### src/rtl/rdg_pkg.sv
package rdg_pkg;
  // Index of each request inside the synchronizer bus
  localparam int unsigned IDX_SUPPLY = 0;
  localparam int unsigned IDX_MANUAL = 1;
  localparam int unsigned NUM_SRC    = 2;

  typedef enum logic [1:0] {
    PH_HOLD    = 2'd0,
    PH_COUNT   = 2'd1,
    PH_RELEASE = 2'd2
  } rdg_phase_e;
endpackage

### src/rtl/rdg_sync.sv
module rdg_sync #(
  parameter int unsigned WIDTH  = 2,
  parameter int unsigned STAGES = 2,
  parameter logic [WIDTH-1:0] RST_VAL = '0
) (
  input  logic             clk,
  input  logic             rst,
  input  logic [WIDTH-1:0] d_i,
  output logic [WIDTH-1:0] q_o
);
  logic [WIDTH-1:0] stage_q [STAGES];

  always_ff @(posedge clk) begin
    if (rst) stage_q[0] <= RST_VAL;
    else     stage_q[0] <= d_i;
  end

  for (genvar s = 1; s < STAGES; s++) begin : g_stage
    always_ff @(posedge clk) begin
      if (rst) stage_q[s] <= RST_VAL;
      else     stage_q[s] <= stage_q[s-1];
    end
  end

  assign q_o = stage_q[STAGES-1];

  // output follows the previous stage one edge later
  p_sync_follow_r2: assert property (@(posedge clk) disable iff (rst)
    !$past(rst) |-> q_o == $past(stage_q[STAGES-1 > 0 ? STAGES-2 : 0]) || STAGES == 1);
endmodule

### src/rtl/rdg_release_cnt.sv
module rdg_release_cnt
  import rdg_pkg::*;
#(
  parameter int unsigned DELAY_TICKS = 200
) (
  input  logic clk,
  input  logic rst,
  input  logic tick_i,
  input  logic src_act_i,
  output logic done_o,
  output rdg_phase_e phase_o
);
  localparam int unsigned CW   = (DELAY_TICKS < 2) ? 1 : $clog2(DELAY_TICKS);
  localparam logic [CW-1:0] LAST = CW'(DELAY_TICKS - 1);

  logic [CW-1:0] cnt_q;
  logic          done_q;

  always_ff @(posedge clk) begin
    if (rst || src_act_i) begin
      cnt_q  <= '0;
      done_q <= 1'b0;
    end else if (!done_q && tick_i) begin
      if (cnt_q == LAST) begin
        done_q <= 1'b1;
      end else begin
        cnt_q <= cnt_q + 1'b1;
      end
    end
  end

  assign done_o = done_q;

  always_comb begin
    if (src_act_i)   phase_o = PH_HOLD;
    else if (done_q) phase_o = PH_RELEASE;
    else             phase_o = PH_COUNT;
  end

  // an active request clears the count on the next edge
  p_clear_on_src_r5: assert property (@(posedge clk) disable iff (rst)
    src_act_i |=> (cnt_q == '0) && !done_q);
  // release is kept while requests stay inactive
  p_done_holds_r8: assert property (@(posedge clk) disable iff (rst)
    (done_q && !src_act_i) |=> done_q);
  // release only happens on a tick
  p_release_on_tick_r4: assert property (@(posedge clk) disable iff (rst)
    $rose(done_q) |-> $past(tick_i));
  // count never passes its last value
  p_cnt_bound_r4: assert property (@(posedge clk) disable iff (rst)
    cnt_q <= LAST);
endmodule

### src/rtl/rst_delay_gen.sv
module rst_delay_gen
  import rdg_pkg::*;
#(
  parameter int unsigned DELAY_TICKS = 200,
  parameter int unsigned SYNC_STAGES = 2
) (
  input  logic clk,
  input  logic rst,
  input  logic tick_i,
  input  logic supply_ok_i,
  input  logic man_rst_n_i,
  output logic sys_rst_n_o,
  output logic sys_rst_o
);
  logic [NUM_SRC-1:0] raw_bus;
  logic [NUM_SRC-1:0] sync_bus;
  logic               src_act;
  logic               done;
  rdg_phase_e         phase;

  assign raw_bus[IDX_SUPPLY] = supply_ok_i;
  assign raw_bus[IDX_MANUAL] = man_rst_n_i;

  // Synchronizers reset to the "request active" level
  rdg_sync #(
    .WIDTH  (NUM_SRC),
    .STAGES (SYNC_STAGES),
    .RST_VAL('0)
  ) u_sync (
    .clk (clk),
    .rst (rst),
    .d_i (raw_bus),
    .q_o (sync_bus)
  );

  // Both requests are "good high"; any low bit is an active request
  assign src_act = ~&sync_bus;

  rdg_release_cnt #(
    .DELAY_TICKS(DELAY_TICKS)
  ) u_cnt (
    .clk      (clk),
    .rst      (rst),
    .tick_i   (tick_i),
    .src_act_i(src_act),
    .done_o   (done),
    .phase_o  (phase)
  );

  assign sys_rst_o   = (phase != PH_RELEASE);
  assign sys_rst_n_o = ~sys_rst_o;

  // an active synchronized request shows on the output at once
  p_assert_now_r9: assert property (@(posedge clk) disable iff (rst)
    src_act |-> sys_rst_o);
  // reset of the block leaves reset asserted
  p_reset_state_r1: assert property (@(posedge clk)
    $past(rst) |-> sys_rst_o && !done);
endmodule

### config.mk
export PLATFORM = sky130hd
export DESIGN_NAME = rst_delay_gen
export DESIGN_NICKNAME = d
export VERILOG_FILES = /design/src/rtl/rdg_pkg.sv /design/src/rtl/rdg_sync.sv /design/src/rtl/rdg_release_cnt.sv /design/src/rtl/rst_delay_gen.sv
export SDC_FILE = /design/constraint.sdc
export NUM_CORES = 1
export LEC_CHECK = 0
export BUFFER_PORTS_ARGS = -buffer_cell sky130_fd_sc_hd__buf_2
export CAP_MARGIN = 20
export CORE_MARGIN = 3
export CORE_UTILIZATION = 29
export CTS_CLUSTER_DIAMETER = 30
export DETAILED_ROUTE_END_ITERATION = 12
export PLACE_DENSITY_LB_ADDON = 0.1
export SLEW_MARGIN = 30
export SYNTH_ARGS = -nofsm -noshare
export SYNTH_HDL_FRONTEND = slang
export SYNTH_SLANG_ARGS = --single-unit
### constraint.sdc
create_clock -name clk -period 2.1 [get_ports clk]
set_input_delay 0.315 -clock clk [delete_from_list [all_inputs] [get_ports clk]]
set_output_delay 0.315 -clock clk [all_outputs]
set_load 0.05 [all_outputs]
## After elaboration in Yosys (flattened, before gate mapping)

Memories as Yosys holds them, arrays and structs flattened.
Index checks and enable logic that the tools add are counted.

| storage, ports and cells | value |
|---|---|
| bits in registers | 9 |
| memory bits (writable) | 4 |
| memories kept | 1 |

Memory list:

| name | words | width | read ports | clocked after Yosys merged registers in | write ports | RTL line | text |
|---|---|---|---|---|---|---|---|
| u_sync.stage_q | 2 | 2 | 2 | 0 | 2 | rdg_sync.sv:11 | `logic [WIDTH-1:0] stage_q [STAGES];` |

| cells by class | value |
|---|---|
| $add $sub $neg | 1 |
| equal/unequal tests | 2 |
| mux-type cells | 7 |
| bitwise gates (word level) | 4 |
| reduce and logical (&&, ||, !) cells | 7 |

Operator list:

| cell | count |
|---|---|
| $add A8 B1 Y8 const B | 1 |
| $eq A8 B8 Y1 const B | 1 |
| $mux W2 | 4 |
| $reduce_and A2 Y1 | 3 |
| $mux W1 | 3 |
| $logic_not A1 Y1 | 2 |
| $ne A2 B2 Y1 const B | 1 |
| $not A1 Y1 | 2 |
| $or A1 B1 Y1 | 2 |
| $logic_and A1 B1 Y1 | 1 |
| $logic_or A1 B1 Y1 | 1 |

## Logic depth before layout (Yosys ltp)

| logic depth | value |
|---|---|
| word-level depth | 4 |
| mapped depth | 5 |

## Hierarchy

Synthesis repeated with hierarchy kept, for this count alone.

| second synthesis, totals | value |
|---|---|
| cells, all modules | 61 |
| area total of the unflattened synthesis | 604.3 µm² |

By module, submodules not included:

| module | times used | cells an instance | area an instance (µm²) |
|---|---|---|---|
| rdg_release_cnt | 1 | 50 | 483.0 |
| rdg_sync | 1 | 8 | 105.1 |
| rst_delay_gen | 1 | 3 | 16.3 |

## Worst setup path after synthesis

Ideal clock, no wire load.

| path | value |
|---|---|
| kind | register to output |
| from | register u_cnt.done_q (netlist: u_cnt.done_o) |
| to | output port sys_rst_n_o |
| data arrival time | 1.257 ns |
| required time | 1.785 ns |
| setup slack | 0.528 ns |
| stages on the path, launching flop included | 3 |
| cell sequence | dfxtp_1 nand3_1 inv_1 |

| on the way | value |
|---|---|
| word-level cells in the longest chain between the ends | 4 |

RTL lines:

| item | RTL line | text |
|---|---|---|
| start: declaration | rdg_release_cnt.sv:17 | `logic done_q;` |
| start signal: assignment | rdg_release_cnt.sv:22 | `done_q <= 1'b0;` |
| start signal: assignment | rdg_release_cnt.sv:25 | `done_q <= 1'b1;` |
| $mux W2 | rdg_release_cnt.sv:36 | `else if (done_q) phase_o = PH_RELEASE;` |
| $mux W2 | rdg_release_cnt.sv:35 | `if (src_act_i) phase_o = PH_HOLD;` |
| $ne A2 B2 Y1 | rst_delay_gen.sv:50 | `assign sys_rst_o = (phase != PH_RELEASE);` |
| net sys_rst_o | rst_delay_gen.sv:13 | `output logic sys_rst_o` |
| $not A1 Y1 | rst_delay_gen.sv:51 | `assign sys_rst_n_o = ~sys_rst_o;` |
| end: declaration | rst_delay_gen.sv:12 | `output logic sys_rst_n_o,` |

The timed path passes the listed nets, and every way through them passes these cells.

## Final worst setup path

| path | value |
|---|---|
| from | register u_cnt.cnt_q[0] |
| to | register u_cnt.cnt_q[1] |

| on the way | value |
|---|---|
| word-level cells in the longest chain between the ends | 3 |
| elaborated cells between the ends (all ways) | 4 |
| classes of those cells | add/sub: 1; eq/ne: 1; bitwise: 1; reduce/logical: 1 |

RTL lines:

| item | RTL line | text |
|---|---|---|
| start: declaration | rdg_release_cnt.sv:16 | `logic [CW-1:0] cnt_q;` |
| start signal: assignment | rdg_release_cnt.sv:27 | `cnt_q <= cnt_q + 1'b1;` |
| parallel branches: the longest is 3 deep, another holds $add A8 B1 Y8 | -- |  |

Several ways; the timed one is not identified.
A chain may end at the register's enable or synchronous reset.

==> summary.txt <==
status: finished, final reports clean
Ys Warns: 0
initial antenna violation count: 0
Num Clock Sinks: 13
ANT cells: 0
Crit path max-delay family: flip-flops
max incr delay on CP: 0.34 ns
most frequent cell after synthesis: dfxtp_1
nets: 73
fin crit share: 67.0%
Initial Util: 32.0%
Rel. slew slack: 72.8%
Pre-Repair DR Iteration Count: 2
worst hold path type: input pin to register
Post-Layout Cell Count: 91
clock slew at reported path FFs: 0.08 ns
Final Hold Viols: 0
placed cell count: 87
max-slew violations: 0
CTS tree: done
Max Cap Viol: 0
fmax: 710 MHz
gr ovfl total: 0
Yosys cell types: 23
leading area contributor after synthesis: dfxtp_1
WS Path Type: register to register
row count: 15
top cells by count, synth: 13 x dfxtp_1, 8 x nor2_1, 6 x xnor2_1
CTS Buf Count: 3
vias per inst: 4.44
CORE AREA: 1800 um2
layout cells sized above 1: 21.2%
Clock Skew: 0.00369 ns
final setup fails: 0
CP max stage cell: dfxtp_1
setup TNS: 0 ns
Synth Register Bits: 13
Synth top area share: 45.1%
number of synthesized flops with an enable pin: 0
Cell Area, Synth: 577 um2
post-CTS sizing: 0
Die X: 50.6 um
most area-consuming cells after synthesis: dfxtp_1 45%, xnor2_1 9.1%, nor2_1 5.2%
sequential-to-total area share from yosys stat: 45.1%
leak pwr: 0.236 nW
Vias: 404
minimum clock period: 1.41 ns
Worst VDD drop: 0.239 mV
CTS root buffer: clkbuf_4
global-route wire length before repair: 1550 um
Critical Path Start Type: register
Worst setup EP type: register
Mapped Cells: 56
DRT iter0 DRCs: 2
worst-path cell chain: ha_1 -> and4b_4 -> a21oi_1 -> mux2i_1 -> nor2_1
clk_lat worst skew: 0.27 ns
buffers added on ports: 6
Post-DRT Antenna Nets: 0
total wire length: 957 um
RePlAce Congestion: 0.646
clock buffer depth: 2
# hold bufs at CTS: 0
drt wl/cell: 10.5 um
Die H: 50.6 um
fin util: 36.9%
Power Density: 630 nW/um2
worst slew pin tran: 0.407 ns
Remaining DRCs: 0
post-CTS setup buffer count: 0
ys flop type: dfxtp_1
H-tree depth: 1
HPWL after DPL: 720 um
CP arrival: 1.57 ns
Post-synth ARST share: 0%
IO Pins: 7
Layout area overhead: 15.2%
RSZ-0062 raised after global routing: no
synthesized net count: 62
syn_area_per_cell: 10.3 um2
CP bufs+invs: 0
crit path max fanout: 5
DIE AREA: 2560 um2
GRT Total Usage: 8.42%
largest net degree at the start of global routing: 10
vias in the first global route: 351
Req. time, crit path: 2.26 ns
flip-flops by register name (all words and copies together) (netlist names):
signal and cells:
u_sync.stage_q 4, u_cnt.done_o 1, u_cnt.cnt_q 8
worst paths after layout:
check	from	to	slack [ns]	cells after the start
max	u_cnt.cnt_q[0]	u_cnt.cnt_q[1]	0.69	5
min	rst	u_sync.stage_q[1][1]	0.25	2
max reg2reg	u_cnt.cnt_q[0]	u_cnt.cnt_q[1]	0.69	5
min reg2reg	u_sync.stage_q[0][1]	u_sync.stage_q[1][1]	0.44	1
per-layer routing:
layer  GRT usage [%]  vias to the layer above  part of all wire (%)
met5               0                        -                     0
met4            8.07                        0                   1.5
met3            2.67                        2                   3.0
met2            10.7                        4                    44
met1            10.8                      180                    52
li1                -                      218                     -
cells in the final DEF (no fill, tap or decap), drive strengths merged, types with 4 or more instances in the layout:
master | netlist | routed
clkbuf | 0 | 4
inv | 4 | 4
nor2b | 4 | 4
buf | 0 | 6
nor2 | 8 | 8
xnor2 | 6 | 6
dfxtp | 13 | 13
power by group:
group	switching [mW]	internal, mW	leakage, nW
combinational	0.00573	0.00630	0.115
clock	0.0819	0.0736	0.0150
sequential	0.00126	0.250	0.106
final cells by class:
type	instances	area [um2]
repair buffers	6	30.0
clock buffers	4	26.3
flip-flops and latches	13	260
well taps	25	31.3
multi-input cells	39	302
inverters	4	15.0
fillers	192	1140
cell families (layout without fill, tap and decap cells):
family,Yosys count,in the layout,synth area share (%)
buf+inv,4,14,2.60
xor+xnor,6,6,9.11
mux,1,1,1.74
flops,13,13,45.1
simple gates,24,24,26.7
compound gates,7,7,12.6
fa+ha+maj,1,1,2.17
per-stage QoR:
| step | setup WS, ns | total power [mW] | hold slack, ns | cell area [um2] |
|---|---|---|---|---|
| global placement | 0.718 | 0.269 | 0.425 | 638 |
| detailed placement | 0.690 | 0.269 | 0.428 | 638 |
| CTS | 0.681 | 0.427 | 0.239 | 664 |
| global route | 0.606 | 0.440 | 0.242 | 664 |
| floorplan | 0.528 | 0.262 | 0.387 | 577 |
| finish | 0.692 | 0.419 | 0.250 | 664 |
No activity file was read; power rests on OpenSTA's default activity.
